### config.mk
export PLATFORM = sky130hd
export DESIGN_NAME = tmr_readback
export DESIGN_NICKNAME = d
export VERILOG_FILES = /design/src/rtl/tmr_rdbk_pkg.sv /design/src/rtl/rdbk_snap.sv /design/src/rtl/rdbk_stat.sv /design/src/rtl/rdbk_bytesel.sv /design/src/rtl/tmr_readback.sv
export SDC_FILE = /design/constraint.sdc
export NUM_CORES = 1
export LEC_CHECK = 0
export ABC_AREA = 1
export ABC_CLOCK_PERIOD_IN_PS = 2300
export BUFFER_PORTS_ARGS = -buffer_cell sky130_fd_sc_hd__buf_4
export CAP_MARGIN = 20
export CORE_MARGIN = 4
export CORE_UTILIZATION = 43
export CTS_CLUSTER_SIZE = 20
export DETAILED_ROUTE_END_ITERATION = 12
export HOLD_SLACK_MARGIN = 0.02
export PLACE_DENSITY = 0.75
export SETUP_SLACK_MARGIN = 0.3
export SYNTH_ARGS = -nofsm -noshare
export SYNTH_HDL_FRONTEND = slang
export SYNTH_SLANG_ARGS = --single-unit
### constraint.sdc
create_clock -name clk -period 2.3 [get_ports clk]
set_clock_uncertainty 0.15 [all_clocks]
set_input_delay 0.115 -clock clk [delete_from_list [all_inputs] [get_ports clk]]
set_output_delay 0.115 -clock clk [all_outputs]
set_load 0.01 [all_outputs]
### src/rtl/tmr_rdbk_pkg.sv
package tmr_rdbk_pkg;
   // Access-mode codes; the byte sequencing depends on them
   typedef enum logic [1:0] {
      ACC_ALT0 = 2'b00,
      ACC_LO   = 2'b01,
      ACC_HI   = 2'b10,
      ACC_ALT  = 2'b11
   } acc_e;

   function automatic logic acc_is_alt(input logic [1:0] a);
      return (a == ACC_ALT) || (a == ACC_ALT0);
   endfunction
endpackage

### src/rtl/rdbk_snap.sv
module rdbk_snap #(
   parameter int CNT_W = 16
) (
   input  logic             clk,
   input  logic             rst_n,
   input  logic             clr,
   input  logic             cap_req,
   input  logic             release_i,
   input  logic [CNT_W-1:0] live,
   output logic             held,
   output logic [CNT_W-1:0] snap
);
   always_ff @(posedge clk) begin
      if (!rst_n) begin
         held <= 1'b0;
         snap <= '0;
      end else if (clr) begin
         held <= 1'b0;
      end else if (held) begin
         if (release_i) held <= 1'b0;
      end else if (cap_req) begin
         held <= 1'b1;
         snap <= live;
      end
   end


   snap_capture_chk: assert property (@(posedge clk) disable iff (!rst_n)
      (!held && cap_req && !clr) |=> (held && snap == $past(live)));


   snap_frozen_chk: assert property (@(posedge clk) disable iff (!rst_n)
      held |=> $stable(snap));


   snap_clear_chk: assert property (@(posedge clk) disable iff (!rst_n)
      clr |=> !held);
endmodule

### src/rtl/rdbk_stat.sv
module rdbk_stat #(
   parameter int BYTE_W    = 8,
   parameter int MODE_W    = 3,
   parameter int ACC_W     = 2,
   parameter bit STATUS_EN = 1'b1
) (
   input  logic              clk,
   input  logic              rst_n,
   input  logic              clr,
   input  logic              cap_req,
   input  logic              consume,
   input  logic              out_lvl,
   input  logic              cnt_null,
   input  logic [ACC_W-1:0]  acc_mode,
   input  logic [MODE_W-1:0] op_mode,
   input  logic              bcd_sel,
   output logic              st_valid,
   output logic [BYTE_W-1:0] st_byte
);
   localparam int FIELD_W = MODE_W + ACC_W + 3;

   initial begin
      stat_width_chk: assert (FIELD_W == BYTE_W)
         else $error("status fields must fill one byte");
   end

   generate
      if (STATUS_EN) begin : g_stat
         logic [BYTE_W-1:0] pack_w;
         logic              vld_q;
         logic [BYTE_W-1:0] byte_q;

         assign pack_w = {out_lvl, cnt_null, acc_mode, op_mode, bcd_sel};

         always_ff @(posedge clk) begin
            if (!rst_n) begin
               vld_q  <= 1'b0;
               byte_q <= '0;
            end else if (clr) begin
               vld_q <= 1'b0;
            end else if (vld_q) begin
               if (consume) vld_q <= 1'b0;
            end else if (cap_req) begin
               vld_q  <= 1'b1;
               byte_q <= pack_w;
            end
         end

         assign st_valid = vld_q;
         assign st_byte  = byte_q;


         stat_hold_chk: assert property (@(posedge clk) disable iff (!rst_n)
            (vld_q && !consume && !clr) |=> (vld_q && $stable(byte_q)));


         stat_cap_chk: assert property (@(posedge clk) disable iff (!rst_n)
            (!vld_q && cap_req && !clr) |=> (byte_q[BYTE_W-1] == $past(out_lvl)
               && byte_q[BYTE_W-2] == $past(cnt_null) && byte_q[0] == $past(bcd_sel)));
      end else begin : g_nostat
         assign st_valid = 1'b0;
         assign st_byte  = '0;
      end
   endgenerate
endmodule

### src/rtl/rdbk_bytesel.sv
module rdbk_bytesel
   import tmr_rdbk_pkg::*;
#(
   parameter int CNT_W  = 16,
   parameter int BYTE_W = 8,
   parameter int ACC_W  = 2
) (
   input  logic              clk,
   input  logic              rst_n,
   input  logic              clr,
   input  logic              rd_stb,
   input  logic              st_valid,
   input  logic [BYTE_W-1:0] st_byte,
   input  logic              cnt_held,
   input  logic [CNT_W-1:0]  snap,
   input  logic [CNT_W-1:0]  live,
   input  logic [ACC_W-1:0]  acc_mode,
   output logic [BYTE_W-1:0] rd_data,
   output logic              cnt_release
);
   localparam int N_BYTES = CNT_W / BYTE_W;

   initial begin
      bytesel_width_chk: assert ((N_BYTES == 1 || N_BYTES == 2) && (N_BYTES * BYTE_W == CNT_W))
         else $error("count width must be one or two bytes");
      bytesel_acc_chk: assert (ACC_W == 2)
         else $error("access field must be two bits");
   end

   logic [CNT_W-1:0]  src;
   logic [BYTE_W-1:0] cnt_byte;
   logic              cnt_rd;
   logic              last_byte;

   assign src    = cnt_held ? snap : live;
   assign cnt_rd = rd_stb && !st_valid;

   generate
      if (N_BYTES == 2) begin : g_two
         logic ptr_hi;
         logic alt;
         logic sel_hi;

         assign alt       = acc_is_alt(acc_mode);
         assign sel_hi    = (acc_mode == ACC_HI) || (alt && ptr_hi);
         assign cnt_byte  = sel_hi ? src[CNT_W-1 -: BYTE_W] : src[BYTE_W-1:0];
         assign last_byte = !alt || ptr_hi;

         always_ff @(posedge clk) begin
            if (!rst_n)             ptr_hi <= 1'b0;
            else if (clr)           ptr_hi <= 1'b0;
            else if (cnt_rd && alt) ptr_hi <= !ptr_hi;
         end


         ptr_reset_chk: assert property (@(posedge clk) disable iff (!rst_n)
            clr |=> !ptr_hi);


         ptr_stat_chk: assert property (@(posedge clk) disable iff (!rst_n)
            (rd_stb && st_valid && !clr) |=> $stable(ptr_hi));


         ptr_toggle_chk: assert property (@(posedge clk) disable iff (!rst_n)
            (cnt_rd && alt && !clr) |=> (ptr_hi != $past(ptr_hi)));
      end else begin : g_one
         assign cnt_byte  = src[BYTE_W-1:0];
         assign last_byte = 1'b1;
      end
   endgenerate

   assign cnt_release = cnt_rd && cnt_held && last_byte;
   assign rd_data     = st_valid ? st_byte : cnt_byte;
endmodule

### src/rtl/tmr_readback.sv
module tmr_readback #(
   parameter int CNT_W     = 16,
   parameter int BYTE_W    = 8,
   parameter int MODE_W    = 3,
   parameter int ACC_W     = 2,
   parameter bit STATUS_EN = 1'b1
) (
   input  logic              clk,
   input  logic              rst_n,
   input  logic [CNT_W-1:0]  cnt_live,
   input  logic              out_lvl,
   input  logic              cnt_null,
   input  logic [MODE_W-1:0] op_mode,
   input  logic [ACC_W-1:0]  acc_mode,
   input  logic              bcd_sel,
   input  logic              cw_wr,
   input  logic              latch_cmd,
   input  logic              stat_cmd,
   input  logic              rd_stb,
   output logic [BYTE_W-1:0] rd_data
);
   logic              held;
   logic [CNT_W-1:0]  snap;
   logic              release_w;
   logic              st_valid;
   logic [BYTE_W-1:0] st_byte;
   logic              st_consume;

   assign st_consume = rd_stb && st_valid;

   rdbk_snap #(.CNT_W(CNT_W)) u_snap (
      .clk(clk), .rst_n(rst_n), .clr(cw_wr), .cap_req(latch_cmd),
      .release_i(release_w), .live(cnt_live), .held(held), .snap(snap)
   );

   rdbk_stat #(.BYTE_W(BYTE_W), .MODE_W(MODE_W), .ACC_W(ACC_W), .STATUS_EN(STATUS_EN)) u_stat (
      .clk(clk), .rst_n(rst_n), .clr(cw_wr), .cap_req(stat_cmd), .consume(st_consume),
      .out_lvl(out_lvl), .cnt_null(cnt_null), .acc_mode(acc_mode), .op_mode(op_mode),
      .bcd_sel(bcd_sel), .st_valid(st_valid), .st_byte(st_byte)
   );

   rdbk_bytesel #(.CNT_W(CNT_W), .BYTE_W(BYTE_W), .ACC_W(ACC_W)) u_sel (
      .clk(clk), .rst_n(rst_n), .clr(cw_wr), .rd_stb(rd_stb), .st_valid(st_valid),
      .st_byte(st_byte), .cnt_held(held), .snap(snap), .live(cnt_live),
      .acc_mode(acc_mode), .rd_data(rd_data), .cnt_release(release_w)
   );


   reset_state_chk: assert property (@(posedge clk)
      !rst_n |=> (!held && !st_valid));


   release_chk: assert property (@(posedge clk) disable iff (!rst_n)
      (held && release_w) |=> !held);
endmodule

==> summary.txt, run 1 <==
Pwr
  • Sw power: around 0.00033 W
  • Lkg Pwr: 1.10 nW
  • Clk pwr share: 0.205
  • Pint: 0.000738 W
  • Sequential Power Share: 0.490
  • Overall power: around 0.0011 W
  • Switching Fraction: 0.307
  • PwrDens: 468 nW/um2
  • Gate power share: 0.305
  • Maximum vdd drop: about 0.00027 V

Route
  • WL per Instance: 12.2 um
  • Vias per cell: 4.66
  • DRC viols: 0
  • Met2 routed WL: 2.14 mm
  • Detail Route Antenna Nets: 0
  • Wirelength, routed: approximately 4.4 mm
  • Initial DRT Pass Iterations: 4
  • Met3 routed WL: 220 um
  • M1 wire length: 2.00 mm
  • DR top layer: met4
  • Drt first-iter violations: 74
  • Vias: about 1,700

Logic synthesis
  • Seq cells post-synth: 27
  • Sequential fraction of the synthesis area: 0.377
  • Post-Syn Instances: 234
  • Netlist cell types: 18
  • Synth Cell Area: ~1400 um2
  • Syn Area/Cell: 6.12 um2
  • Synth Area in Compound Gates: 0.0943
  • Post-Synth XOR/XNOR Area: 0
  • Post-synth top area cell: dfxtp_1
  • Syn nets: 265
  • Ranking of synthesized cells by area: dfxtp_1, nand2_1, nor2_1
  • Synthesis Warnings: 0
  • Largest family of logic cells by synthesized area: simple AND/OR/NAND/NOR gates
  • Synth top area share: 0.377
  • Synth Area in Simple Gates: 0.403
  • Adder-Cell Fraction of Synth Area: 0.00873
  • Post-synthesis mux area share: 0

Final layout
  • P&R area growth vs syn: 59.0%
  • Post-Layout Cell Count: 364
  • Ant diodes: 0
  • Layout Nets: 352
  • Share of layout cells above drive strength 1: 0.163
  • Fill cells: 266
  • FF/Latch Area: ~550 um2
  • Area of the multi-input gates: 727 um2

Floorplanning
  • CORE AREA: 3130 um2
  • IO Count: 38
  • Chip Width: 65.7 um
  • Die area: 4320 um2
  • Die height: 65.7 um
  • Std cell rows: 20
  • Starting Density: 0.458

Global routing
  • Pin count of the biggest net entering global routing: 26
  • GRT Total Usage: 0.215
  • Vias in the first global route: 1,659
  • GRT overflow: 0
  • Antenna violations before repair: 0
  • First-pass GRT wire length: 7.34 mm

Min path
  • Hold path depth: 5
  • Worst min-delay path class: input pin to flop

Placement
  • Port Buffers: 37
  • Dpl hpwl: 2.59 mm
  • Placed cell count: 308
  • GP Congestion: 0.839

CTS
  • CTS tree: done
  • CTS root buf: clkbuf_4
  • Clock Sinks: 27
  • Clock buffer depth: 2
  • Post CTS Setup Buffer Count: 0
  • Clock Pin Slew Worst Setup and Hold Paths: 0.15 ns
  • Num CTS Buffers: 3
  • Clock Latency Late Sink: 0.34 ns
  • Number of H-tree levels: 1

Status
  • Status: completed

Timing
  • Final hold violation count: 0
  • Min Tclk post-route: ~1.8 ns
  • RSZ-0062 raised after global routing: no
  • Setup violations, final: 0
  • Peak Freq: 0.541 GHz
  • Least-Margin Pin Slew: 0.250 ns
  • Final period util: 0.804
  • Setup TNS: 0 ns
  • Final Slew Violations: 0
  • Normalized max-slew margin: 0.834
  • Hold WS: 0.0726 ns

Setup path
  • CP Capture Type: flop
  • Worst path arrival time: 1.96 ns
  • Worst-path maximum fanout: 18
  • Worst r2r path cells: 5
  • Worst path required time: 2.41 ns
  • Startpoint types: flop
  • Critical path class: flop to flop

Job
  • Max_cap viols: 0
-- area by class of cell --
class | count | share of cell area
Timing Repair Buffer | 90 | 0.354
Multi-Input combinational cell | 171 | 0.319
Sequential cell | 27 | 0.239
Inverter | 28 | 0.0516
Tap cell | 44 | 0.0242
Clock buffer | 3 | 0.00988
Clock inverter | 1 | 0.00220
-- power groups by stage --
stage | clock network (W) | logic (W) | registers [W]
floorplan | 0 | 0.000147 | 0.000521
global placement | 0 | 0.000236 | 0.000530
detailed placement | 0 | 0.000238 | 0.000531
CTS | 0.000226 | 0.000314 | 0.000522
global route | 0.000238 | 0.000359 | 0.000526
finish | 0.000218 | 0.000325 | 0.000522
-- stage by stage --
step | instance area (um2) | utilization | worst slack, ns
3_5_place_dp | 1720 | 0.550 | 0.648
5_1_grt | 2280 | 0.728 | 0.331
3_3_place_gp | 1720 | 0.550 | 0.663
2_1_floorplan | 1430 | - | 0.997
6_report | 2280 | 0.728 | 0.450
4_1_cts | 2270 | 0.726 | 0.378
-- cell usage after synthesis (all sizes together) --
cell,n
o21ai,25
dfxtp,27
clkbuf,2
a21oi,2
nand3,18
nor2,53
inv,28
buf,6
ha,1
nand2,72
-- state kept, by name (all words and copies together), names as in the netlist --
| register | cells |
|---|---|
| u_sel.g_two.ptr_hi | 1 |
| u_snap.held | 1 |
| u_snap.snap | 16 |
| u_stat.st_byte | 8 |
| u_stat.st_valid | 1 |
-- placed cells by master (no fill, tap or decap), drive strengths merged --
cell type	synthesis	final
a21oi	2	2
clkinv	0	1
nor2	53	53
clkbuf	2	3
nand3	18	18
ha	1	1
dlygate4sd3	0	52
dfxtp	27	27
nand2	72	72
o21ai	25	25
buf	6	38
inv	28	28
-- layer usage --
metal,vias up,track usage
li1,888,-
met5,-,0
met1,754,0.264
met4,0,0.0596
met3,7,0.0308
met2,48,0.387
-- final timing paths --
kind | slack, ns | to | from
max | 0.45 | u_snap.snap[3] | u_snap.held
min | 0.07 | u_snap.held | rst_n
max reg2reg | 0.45 | u_snap.snap[3] | u_snap.held
min reg2reg | 0.35 | u_stat.st_byte[2] | u_stat.st_byte[2]
-- worst max-delay path, stage by stage (launching register included) --
cell           delay [ns]
dfxtp_4              0.44
inv_8                0.13
nand3_4              0.21
o21ai_0              0.21
dlygate4sd3_1        0.58
nor2_1               0.04
-- what timing repair did --
item,in CTS,in global routing
gates cloned,0,0
hold buffers,52,0
endpoints found under the setup margin,4,17
hold endpoints to repair,27,0
pin swaps,0,1
resized for setup,1,5
-- logic make-up (layout without fill, tap and decap cells) --
logic type / Yosys count / in the layout
flops: 27 / 27
compound gates: 27 / 27
fa+ha+maj: 1 / 1
simple gates: 143 / 143
buf+inv: 36 / 122
(Power assumes the default switching activity.)
==> run 2: changes to the inputs <==
ABC_CLOCK_PERIOD_IN_PS = 1850   (was 2300)
clock period = 1.85 ns   (was 2.3 ns; I/O delays follow)
==> summary.txt, run 2 (synthesis results as in run 1) <==
Pwr
  • Pint: between 0.0009 and 0.001 W
  • PwrDens: 592 nW/um2
  • Clk pwr share: 0.203
  • Switching Fraction: 0.310
  • Sequential Power Share: 0.487
  • Gate power share: 0.309
  • Maximum vdd drop: 0.000340 V
  • Sw power: roughly 0.0004 W
  • Lkg Pwr: 1.09 nW

Timing
  • Setup TNS: 0 ns
  • Final Slew Violations: 0
  • Normalized max-slew margin: 0.406
  • Peak Freq: between 0.6 and 0.7 GHz
  • Min Tclk post-route: 1.61 ns
  • Least-Margin Pin Slew: 0.891 ns
  • RSZ-0062 raised after global routing: yes
  • Setup violations, final: 0
  • Final hold violation count: 0
  • Final period util: 0.869

Setup path
  • Worst r2r src: u_stat.st_valid
  • Worst path required time: 1.61 ns
  • Worst path arrival time: 1.36 ns
  • Worst r2r path cells: 4
  • CP Capture Type: output port
  • Worst-path maximum fanout: 6
  • Critical path class: flop to output port
  • Startpoint types: flop
  • Critical path startpoint: u_snap.held

Final layout
  • Ant diodes: 0
  • Share of layout cells above drive strength 1: 0.269
  • Max FFs per register: 16
  • Layout Nets: 337
  • Commonest non-fill, non-tap cells in the layout: nand2_1, nor2_1, buf_4
  • Final instance area: 2230 um2
  • P&R area growth vs syn: 56.0%
  • Post-Layout Cell Count: 349
  • Most flop-heavy register: u_snap.snap
  • Fill cells: ~260
  • Commonest non-fill, non-tap cell in the layout: nand2_1
  • Fin util: 0.714

Route
  • WL per Instance: 11.8 um
  • DRC viols: 0
  • Drt first-iter violations: 101
  • Vias per cell: 4.84
  • Initial DRT Pass Iterations: 5
  • Wirelength, routed: slightly above 4 mm
  • Vias: 1,688
  • Detail Route Antenna Nets: 0

Floorplanning
  • Die area: 4320 um2
  • Chip Width: 65.7 um
  • Starting Density: 0.458
  • IO Count: 38
  • Std cell rows: 20
  • Die height: 65.7 um
  • CORE AREA: 3130 um2

Global routing
  • Vias in the first global route: 1,529
  • Antenna violations before repair: 0
  • GRT Total Usage: 0.202
  • Pin count of the biggest net entering global routing: 25
  • First-pass GRT wire length: between 6 and 7 mm
  • GRT overflow: 0

CTS
  • Number of H-tree levels: 1
  • Num CTS Buffers: 3
  • Clock Latency Late Sink: 0.34 ns
  • CTS tree: done
  • CTS root buf: clkbuf_4
  • Clock buffer depth: 2
  • Clock Sinks: 27
  • Clock Pin Slew Worst Setup and Hold Paths: 0.15 ns

Placement
  • Placement Cell Area: 1740 um2
  • Port Buffers: 37
  • GP Congestion: 0.859
  • Dpl hpwl: 2.64 mm
  • Placed cell count: 310

Min path
  • Hold Path Origin: acc_mode[1]
  • Worst min-delay path class: input pin to flop
  • Hold path depth: 5

Status
  • Status: completed

Job
  • Max_cap viols: 0
[run 2: cell types whose count changed in the layout (fill, tap and decap cells not counted), sizes merged]
cell	delta
dlygate4sd3	-23
buf	+6
clkbuf	+1
clkinv	-1
dlymetal6s4s	+1
nand2	+1
[run 2: power groups by stage]
stage	logic [W]	clock network (W)	registers [W]
3_5_place_dp	0.000303	0	0.000657
5_1_grt	0.000453	0.000281	0.000649
6_report	0.000409	0.000269	0.000644
4_1_cts	0.000388	0.000267	0.000644
2_1_floorplan	0.000183	0	0.000648
3_3_place_gp	0.000299	0	0.000656
[run 2: timing repair]
action / in CTS / in global routing
hold buffers: 30 / 0
cloned: 1 / 0
buffers inserted: 3 / 1
endpoints found under the hold margin: 27 / 0
pin swaps: 20 / 6
gates resized for setup: 29 / 16
setup endpoints to repair: 8 / 25
[run 2: worst paths after layout]
kind	to	slack [ns]
hold reg to reg	u_snap.snap[6]	0.35
setup / recovery	rd_data[0]	0.24
setup reg to reg	u_stat.st_valid	0.36
hold / removal	u_sel.g_two.ptr_hi	0.05
[run 2: critical path: stages (launching register included)]
cell,delay [ns]
dfxtp_4,0.45
buf_6,0.15
nand2_2,0.05
nand2_2,0.06
nand2_1,0.08
nand3_2,0.07
nand2_1,0.06
buf_6,0.12
[run 2: layer usage]
metal	GRT usage	up-vias	share of wire
met5	0	-	0
met4	0.0674	0	0.017
met3	0.0239	9	0.060
met2	0.343	64	0.49
met1	0.262	751	0.44
li1	-	864	-
[run 2: final cells by class]
type                       instances  area, um2  share of cell area
clock buffer                       4       26.3              0.0118
multi-input combinational        172        818               0.366
timing repair buffer              74        667               0.298
tap                               44       55.1              0.0246
inverter                          28        123              0.0549
sequential                        27        546               0.244
[run 2: metrics by stage]
step	total power, W	hold WS (ns)	worst slack (ns)
6_report	0.00132	0.0540	0.243
5_1_grt	0.00138	0.0836	0.173
4_1_cts	0.00130	0.0610	0.269
3_5_place_dp	0.000960	0.195	0.234
3_3_place_gp	0.000955	0.191	0.256
2_1_floorplan	0.000831	0.0782	0.592
==> run 3: changes to the inputs <==
RECOVER_POWER = 25   (was not set)
==> summary.txt, run 3 (synthesis results as in run 1) <==
Pwr
  • Lkg Pwr: 1.09 nW
  • PwrDens: 594 nW/um2
  • Maximum vdd drop: roughly 0.00034 V

CTS
  • Clock Sinks: 27
  • Num CTS Buffers: 3
  • CTS root buf: clkbuf_4
  • Clock Latency Late Sink: 0.34 ns
  • Clock buffer depth: 2
  • Clock Pin Slew Worst Setup and Hold Paths: 0.15 ns
  • CTS tree: done
  • Number of H-tree levels: 1

Placement
  • Dpl hpwl: 2.64 mm
  • Port Buffers: 37
  • Placed cell count: 310
  • GP Congestion: 0.859

Global routing
  • Vias in the first global route: 1,529
  • Antenna violations before repair: 0
  • First-pass GRT wire length: roughly 6.9 mm
  • Pin count of the biggest net entering global routing: 25
  • GRT overflow: 0
  • GRT Total Usage: 0.202

Setup path
  • CP Capture Type: output port
  • Crit path largest cell delay: 0.45 ns
  • Critical path cell sequence: buf_6 -> nand2_2 -> nand2_2 -> nand2_1 -> nand3_2 -> nand2_1 -> buf_6
  • Slowest stage cell, crit path: dfxtp_4
  • Critical path class: flop to output port
  • Worst path required time: 1.61 ns
  • Worst path bufs/invs: 2
  • Critical path's top delay family: flip-flops
  • Worst path arrival time: 1.37 ns
  • Worst-path maximum fanout: 6
  • Startpoint types: flop

Route
  • WL per Instance: 11.7 um
  • DRC viols: 0
  • Vias per cell: 4.77
  • Initial DRT Pass Iterations: 4
  • Drt first-iter violations: 122
  • Detail Route Antenna Nets: 0
  • Vias: between 1,500 and 2,000
  • Wirelength, routed: 4.09 mm

Timing
  • Final period util: 0.870
  • Final Slew Violations: 0
  • Normalized max-slew margin: 0.430
  • Peak Freq: 0.621 GHz
  • Min Tclk post-route: ~1.6 ns
  • Least-Margin Pin Slew: 0.854 ns
  • Final hold violation count: 0
  • Setup TNS: 0 ns
  • Setup violations, final: 0
  • RSZ-0062 raised after global routing: yes

Final layout
  • Post-Layout Cell Count: 349
  • P&R area growth vs syn: 55.6%
  • Layout Nets: 337
  • Commonest non-fill, non-tap cell in the layout: nand2_1
  • Ant diodes: 0
  • Most flop-heavy register: u_snap.snap
  • Share of layout cells above drive strength 1: 0.262
  • Commonest non-fill, non-tap cells in the layout: nand2_1, nor2_1, buf_4
  • Fin util: 0.713
  • Max FFs per register: 16

Floorplanning
  • Die height: approximately 66 um
  • Chip Width: between 60 and 70 um
  • Std cell rows: 20
  • CORE AREA: between 3000 and 4000 um2
  • IO Count: 38
  • Starting Density: 0.458
  • Die area: between 4000 and 5000 um2

Min path
  • Worst min-delay path class: input pin to flop

Status
  • Status: completed

Job
  • Max_cap viols: 0
==> run 3: cell types whose count changed in the layout (fill, tap and decap cells not counted) <==
cell / previous run / this run
nand3_2: 8 / 7
nand3_1: 9 / 10
inv_1: 22 / 23
inv_2: 3 / 2
==> run 3: layer usage <==
metal,GRT usage,part of all wire,vias up
met5,0,0,-
met3,0.0239,0.051,7
met2,0.343,0.49,50
met1,0.262,0.45,742
met4,0.0674,0.015,0
li1,-,-,865
==> run 3: worst register-to-register path: cells and delay by family, from the launching register on <==
kind / cells / cell delay [ns]
compound gates: 1 / 0.13
buf+inv: 2 / 0.73
flops: 1 / 0.38
simple gates: 1 / 0.06
==> run 3: area by class of cell <==
cell class / instances / area, um2
multi-input cells: 172 / 813
repair buffers: 74 / 667
well taps: 44 / 55.1
inverters: 28 / 123
fillers: 259 / 898
clock buffers: 4 / 26.3
flip-flops and latches: 27 / 546
==> run 3: metrics by stage <==
| stage | setup slack, ns | hold slack [ns] | area (um2) | total power (W) |
|---|---|---|---|---|
| after floorplan | 0.592 | 0.0782 | 1430 | 0.000831 |
| after global placement | 0.256 | 0.191 | 1740 | 0.000955 |
| after detailed placement | 0.234 | 0.195 | 1740 | 0.000960 |
| after CTS | 0.269 | 0.0610 | 2170 | 0.00130 |
| after global routing | 0.173 | 0.0836 | 2230 | 0.00138 |
| final | 0.241 | 0.0507 | 2230 | 0.00132 |
==> run 3: final timing paths <==
check / end / start / depth (start not counted) / slack (ns)
setup reg to reg: u_stat.st_valid / u_stat.st_valid / 4 / 0.37
hold reg to reg: u_stat.st_byte[2] / u_stat.st_byte[2] / 2 / 0.35
setup / recovery: rd_data[0] / u_snap.held / 7 / 0.24
hold / removal: u_sel.g_two.ptr_hi / acc_mode[1] / 5 / 0.05
==> run 3: timing repair <==
item                                   CTS  global route
hold buffers                            30             0
setup buffers                            3             1
gates cloned                             1             0
setup endpoints to repair                8            25
pin swaps                               20             6
resized for setup                       29            16
endpoints found under the hold margin   27             0
==> run 3: where the power goes <==
group | leakage, nW | total (W) | switching [W] | internal, W
Clock | 0.0150 | 0.000273 | 0.000188 | 0.0000850
Combinational | 0.850 | 0.000407 | 0.000201 | 0.000207
Sequential | 0.224 | 0.000644 | 0.0000238 | 0.000620
